==> config.mk <==
export PLATFORM = sky130hd
export DESIGN_NAME = pcx_exec
export DESIGN_NICKNAME = d
export VERILOG_FILES = /design/src/rtl/pcx_pkg.sv /design/src/rtl/pcx_decode.sv /design/src/rtl/pcx_loop.sv /design/src/rtl/pcx_exec.sv
export SDC_FILE = /design/constraint.sdc
export NUM_CORES = 1
export LEC_CHECK = 0
export BUFFER_PORTS_ARGS = -buffer_cell sky130_fd_sc_hd__buf_2
export CAP_MARGIN = 20
export CORE_ASPECT_RATIO = 0.8
export CORE_UTILIZATION = 42
export CTS_BUF_LIST = sky130_fd_sc_hd__clkbuf_8
export DETAILED_ROUTE_END_ITERATION = 6
export PLACE_DENSITY = 0.7
export SKIP_LAST_GASP = 1
export SLEW_MARGIN = 20
export SYNTH_ARGS = -nofsm -noshare
export SYNTH_HDL_FRONTEND = slang
export SYNTH_HIERARCHICAL = 1
export SYNTH_SLANG_ARGS = --single-unit
==> constraint.sdc <==
create_clock -name clk -period 4.2 [get_ports clk]
set_input_delay 0.21 -clock clk [delete_from_list [all_inputs] [get_ports clk]]
set_output_delay 0.21 -clock clk [all_outputs]
set_load 0.02 [all_outputs]
==> src/rtl/pcx_pkg.sv <==
package pcx_pkg;
    typedef enum logic [1:0] {
        OP_NONE = 2'd0,
        OP_SETPRI = 2'd1,
        OP_JUMP = 2'd2,
        OP_LOOP = 2'd3
    } pcx_op_e;

    localparam logic [1:0] MODE_KERNEL = 2'b00;
endpackage

==> src/rtl/pcx_decode.sv <==
module pcx_decode
    import pcx_pkg::*;
(
    input  logic [15:0] instr,
    output pcx_op_e     op
);
    localparam logic [12:0] SETPRI_HI = 13'b0000000010011;
    localparam logic [9:0]  JUMP_HI   = 10'b0000000001;
    localparam logic [6:0]  LOOP_HI   = 7'b0111111;

    always_comb begin
        op = OP_NONE;
        if (instr[15:3] == SETPRI_HI)
            op = OP_SETPRI;
        else if (instr[15:6] == JUMP_HI)
            op = OP_JUMP;
        else if (instr[15:9] == LOOP_HI)
            op = OP_LOOP;
    end
endmodule

==> src/rtl/pcx_loop.sv <==
module pcx_loop #(
    parameter int DATA_W = 16,
    parameter int OFF_W  = 6
) (
    input  logic [DATA_W-1:0] reg_val,
    input  logic [DATA_W-1:0] pc_val,
    input  logic [OFF_W-1:0]  offset,
    output logic [DATA_W-1:0] dec_val,
    output logic              taken,
    output logic [DATA_W-1:0] target
);
    localparam int PAD_W = DATA_W - OFF_W - 1;

    logic [DATA_W-1:0] byte_off;

    always_comb begin
        dec_val  = reg_val - {{(DATA_W-1){1'b0}}, 1'b1};
        taken    = (dec_val != '0);
        byte_off = {{PAD_W{1'b0}}, offset, 1'b0};
        target   = pc_val - byte_off;
    end
endmodule

==> src/rtl/pcx_exec.sv <==
module pcx_exec
    import pcx_pkg::*;
#(
    parameter int DATA_W = 16,
    parameter int OFF_W  = 6,
    parameter int PRIO_W = 3,
    parameter int RIDX_W = 3
) (
    input  logic              clk,
    input  logic              rst_n,
    input  logic              start,
    input  logic [15:0]       instr,
    input  logic [1:0]        cur_mode,
    input  logic [DATA_W-1:0] reg_rdata,
    input  logic [DATA_W-1:0] pc_in,
    input  logic [DATA_W-1:0] dest_addr,
    output logic              done,
    output logic              reg_we,
    output logic [RIDX_W-1:0] reg_waddr,
    output logic [DATA_W-1:0] reg_wdata,
    output logic              pc_we,
    output logic [DATA_W-1:0] pc_out,
    output logic              prio_we,
    output logic [PRIO_W-1:0] prio_out,
    output logic              trap_illegal,
    output logic              trap_odd
);
    localparam int MODE_LO = 3;
    localparam int RIDX_LO = 6;

    typedef struct packed {
        logic              done;
        logic              reg_we;
        logic [RIDX_W-1:0] reg_waddr;
        logic [DATA_W-1:0] reg_wdata;
        logic              pc_we;
        logic [DATA_W-1:0] pc_val;
        logic              prio_we;
        logic [PRIO_W-1:0] prio;
        logic              trap_ill;
        logic              trap_odd;
    } exec_s;

    exec_s   st_d, st_q;
    pcx_op_e op;

    logic [DATA_W-1:0] loop_dec;
    logic              loop_taken;
    logic [DATA_W-1:0] loop_target;

    pcx_decode u_dec (
        .instr (instr),
        .op    (op)
    );

    pcx_loop #(.DATA_W(DATA_W), .OFF_W(OFF_W)) u_loop (
        .reg_val (reg_rdata),
        .pc_val  (pc_in),
        .offset  (instr[OFF_W-1:0]),
        .dec_val (loop_dec),
        .taken   (loop_taken),
        .target  (loop_target)
    );

    always_comb begin
        st_d = '0;
        if (start) begin
            st_d.done = 1'b1;
            case (op)
                OP_SETPRI: begin
                    if (cur_mode == MODE_KERNEL) begin
                        st_d.prio_we = 1'b1;
                        st_d.prio    = instr[PRIO_W-1:0];
                    end
                end
                OP_JUMP: begin
                    if (instr[MODE_LO+2:MODE_LO] == 3'd0)
                        st_d.trap_ill = 1'b1;
                    else if (dest_addr[0])
                        st_d.trap_odd = 1'b1;
                    else begin
                        st_d.pc_we  = 1'b1;
                        st_d.pc_val = dest_addr;
                    end
                end
                OP_LOOP: begin
                    st_d.reg_we    = 1'b1;
                    st_d.reg_waddr = instr[RIDX_LO+RIDX_W-1:RIDX_LO];
                    st_d.reg_wdata = loop_dec;
                    st_d.pc_we     = 1'b1;
                    st_d.pc_val    = loop_taken ? loop_target : pc_in;
                end
                default: ;
            endcase
        end
    end

    always_ff @(posedge clk) begin
        if (!rst_n)
            st_q <= '0;
        else
            st_q <= st_d;
    end

    assign done         = st_q.done;
    assign reg_we       = st_q.reg_we;
    assign reg_waddr    = st_q.reg_waddr;
    assign reg_wdata    = st_q.reg_wdata;
    assign pc_we        = st_q.pc_we;
    assign pc_out       = st_q.pc_val;
    assign prio_we      = st_q.prio_we;
    assign prio_out     = st_q.prio;
    assign trap_illegal = st_q.trap_ill;
    assign trap_odd     = st_q.trap_odd;

    AST_PRIO_KERNEL_ONLY: assert property (@(posedge clk) disable iff (!rst_n)
        prio_we |-> ($past(cur_mode) == MODE_KERNEL));
    AST_ILLEGAL_NO_PC: assert property (@(posedge clk) disable iff (!rst_n)
        trap_illegal |-> (!pc_we && !trap_odd));
    AST_ODD_NO_PC: assert property (@(posedge clk) disable iff (!rst_n)
        trap_odd |-> !pc_we);
    AST_LOOP_FALLTHRU: assert property (@(posedge clk) disable iff (!rst_n)
        (reg_we && reg_wdata == '0) |-> (pc_we && pc_out == $past(pc_in)));
    AST_DONE_AFTER_START: assert property (@(posedge clk) disable iff (!rst_n)
        (done || pc_we || reg_we || prio_we) |-> $past(start));
    AST_PC_EVEN_ON_JUMP: assert property (@(posedge clk) disable iff (!rst_n)
        (pc_we && !reg_we) |-> !pc_out[0]);
endmodule

==> run metrics <==
hold path endpoint=pc_out[12]$_SDFF_PN0_; switching power=0.228 mW; sequential share of power=0.495; register area share after synthesis=0.363; Max-slew headroom=0.418; synthesized area=2430 sq um; Synth area leader=dfxtp_1; GRT Residual Overflow=0; largest net degree at the start of global routing=21; internal power=0.615 mW; Initial Util=0.442; Post-CTS Hold Buffers=0; PortBufs=112; Clock Sinks=44; Post-route DRC=0; crit path cell chain=buf_2 -> inv_1 -> ha_1 -> or4_4 -> or3_4 -> or2_2 -> o31ai_1 -> o211ai_1 -> mux2i_1 -> o2bb2ai_1; CTS tree=yes; Worst EP arrival=2.50 ns; Fmax=431 MHz; DRT Wirelength=6.22 mm; first-pass GRT wire length=10.1 mm; post-DR vias/cell=5.20; detailed-route via count=2347; Async S/R FF share, synth=0; Slew @ Worst Pin=0.870 ns; Syn-to-layout area delta=29.3%; CTS clk-pin slew, worst paths=0.09 ns; row count=24; footprint of the multi-input gates=1440 sq um; minimum clock period=2.32 ns; Reg area=881 sq um; IO Pins=113; Core Region=5500 sq um; WS Path Type=primary input to flop; Max-Cap Viols=0; total CTS buffers=5; crit path buf inv count=2; CTS H-tree lvls=2; root buf cell=clkbuf_8; Post-Syn Nets=339; initial antenna violation count=0; DR WL/cell=13.8 um; Crit path largest cell delay=0.57 ns; Post-Syn Area per Cell=9.30 sq um; DRT Pass-1 Iters=5; RD Place Congestion=0.940; clock share of power=0.337; Worst Hold Launch=dest_addr[12]; Antenna Nets Post-Route=0; setup bufs post-CTS=0; hpwl dp=4.82 mm; Critical Path Sink Type=flop; fin. max-slew vios=0; Leak=1.58 nW; unrepaired setup endpoints after global routing=false; Die ar.=6090 sq um; crit path max fanout=4; yosys warns=6; Min-Delay Path Depth=2; endpoints failing setup=0; CP delay by family, top=simple AND/OR/NAND/NOR gates; Die Ht=70.0 um; final hold violations=0; final worst-path cycle share=0.552; cells after synthesis=261; largest cells by area after synthesis=dfxtp_1 36%, mux2i_1 6.6%, and2_1 5.7%, o2bb2ai_1 5.4%, ha_1 4.1%; Nets=450; Top FF cell, synth=dfxtp_1; CTS resizes=0; post-synthesis register bit count=44; Switching Fraction=0.270; combinational share of power=0.168; worst vdd rail ir drop=152 uV; Chip Width=87.0 um; utilization after layout=0.571; post-synth top area share=0.363; Fill cells=552; CP Launch Type=primary input; number of diodes=0; status=finished, final reports clean; layout cells sized above 1=0.367; Critical Path RT=4.38 ns; Cell Pwr Density=269 nW/um^2; final hold slack=0.110 ns; vias in the first global route=2222; Slowest-stage cell, CP=or4_4; post-synthesis cell type count=50; Initial DRC Count=94; Hold WC Path Type=primary input to flop; Bufs on Longest Clock Path=2; TNS Setup=0 ns; total routing usage reported by global routing=0.210; number of flops mapped to enable cells by yosys=0
cells in the final DEF, fill, tap and decap left out, drive strengths merged, types with 8 or more instances in the layout:
cell type / instances
buf: 113
dfxtp: 44
and2: 22
mux2i: 16
nor2: 16
o2bb2ai: 15
inv: 14
nand2: 11
xnor2: 11
o21ai: 11
xor2: 9
ha: 8
nor3: 8
nor4: 8
metrics by stage:
step	area (sq um)	worst slack, ns	instances	power [mW]
after floorplan	2430	1.73	261	0.504
after global placement	3040	1.69	443	0.563
after detailed placement	3040	1.62	443	0.566
after CTS	3140	1.92	451	0.854
after global routing	3140	1.80	451	0.884
final	3140	1.88	451	0.843
worst max path at each step:
stage | from | to | slack (ns) | cells after the start
finish | instr[5] | pc_out[14]$_SDFF_PN0_ | 1.88 | 10
global route | instr[5] | pc_out[14]$_SDFF_PN0_ | 1.80 | 10
CTS | instr[5] | pc_out[15]$_SDFF_PN0_ | 1.92 | 10
detailed placement | instr[5] | pc_out[15]$_SDFF_PN0_ | 1.62 | 10
global placement | instr[5] | pc_out[14]$_SDFF_PN0_ | 1.69 | 10
floorplan | reg_rdata[9] | pc_out[10]$_SDFF_PN0_ | 1.73 | 10
registers in the layout, summed over array words and instances, names as in the netlist:
name	count
reg_wdata	16
pc_out	16
prio_out	3
reg_we	1
trap_odd	1
reg_waddr	3
done	1
pc_we	1
trap_illegal	1
prio_we	1
Yosys cell counts, types with 3 or more instances:
cell       number
nor4_1          7
and2_1         22
buf_2           5
nand4_1         4
and3_1          3
nor2b_1         4
nor2_1         15
dfxtp_1        44
nor4b_1         3
ha_1            8
o2bb2ai_1      15
nor3_1          7
a31oi_1         3
xnor2_1        11
inv_1          14
mux2i_1        16
o21ai_0         9
or2_2           3
or4_4           3
xor2_1          9
a21oi_1         6
nand2_1        11
power by group through the flow:
stage | registers, mW | clock network [mW] | logic (mW)
2_1_floorplan | 0.428 | 0 | 0.0764
6_report | 0.417 | 0.284 | 0.142
3_3_place_gp | 0.427 | 0 | 0.136
5_1_grt | 0.417 | 0.308 | 0.159
3_5_place_dp | 0.427 | 0 | 0.139
4_1_cts | 0.417 | 0.295 | 0.141
cell type report:
cell class                 count  area share
clock buffer                   6      0.0263
clock inverter                 2     0.00478
inverter                      14      0.0167
multi-input combinational    194       0.460
sequential                    44       0.280
tap                           78      0.0311
timing repair buffer         113       0.181
metal layers:
layer | global-route usage | up-vias | wire length (um)
met5 | 0 | - | 0
met4 | 0.0574 | 0 | 43
li1 | - | 1168 | -
met3 | 0.0520 | 4 | 482
met1 | 0.281 | 1080 | 2960
met2 | 0.335 | 95 | 2740
cells by family after synthesis:
group	after synthesis	synth area share
AO/OA/AOI/OAI	47	0.138
XOR/XNOR	20	0.0721
adder cells (fa/ha/maj)	9	0.0495
buffers and inverters	23	0.0428
flip-flops	44	0.363
multiplexers	16	0.0659
AND/OR/NAND/NOR	102	0.269
Note: power is estimated with default switching activity, not from simulation.
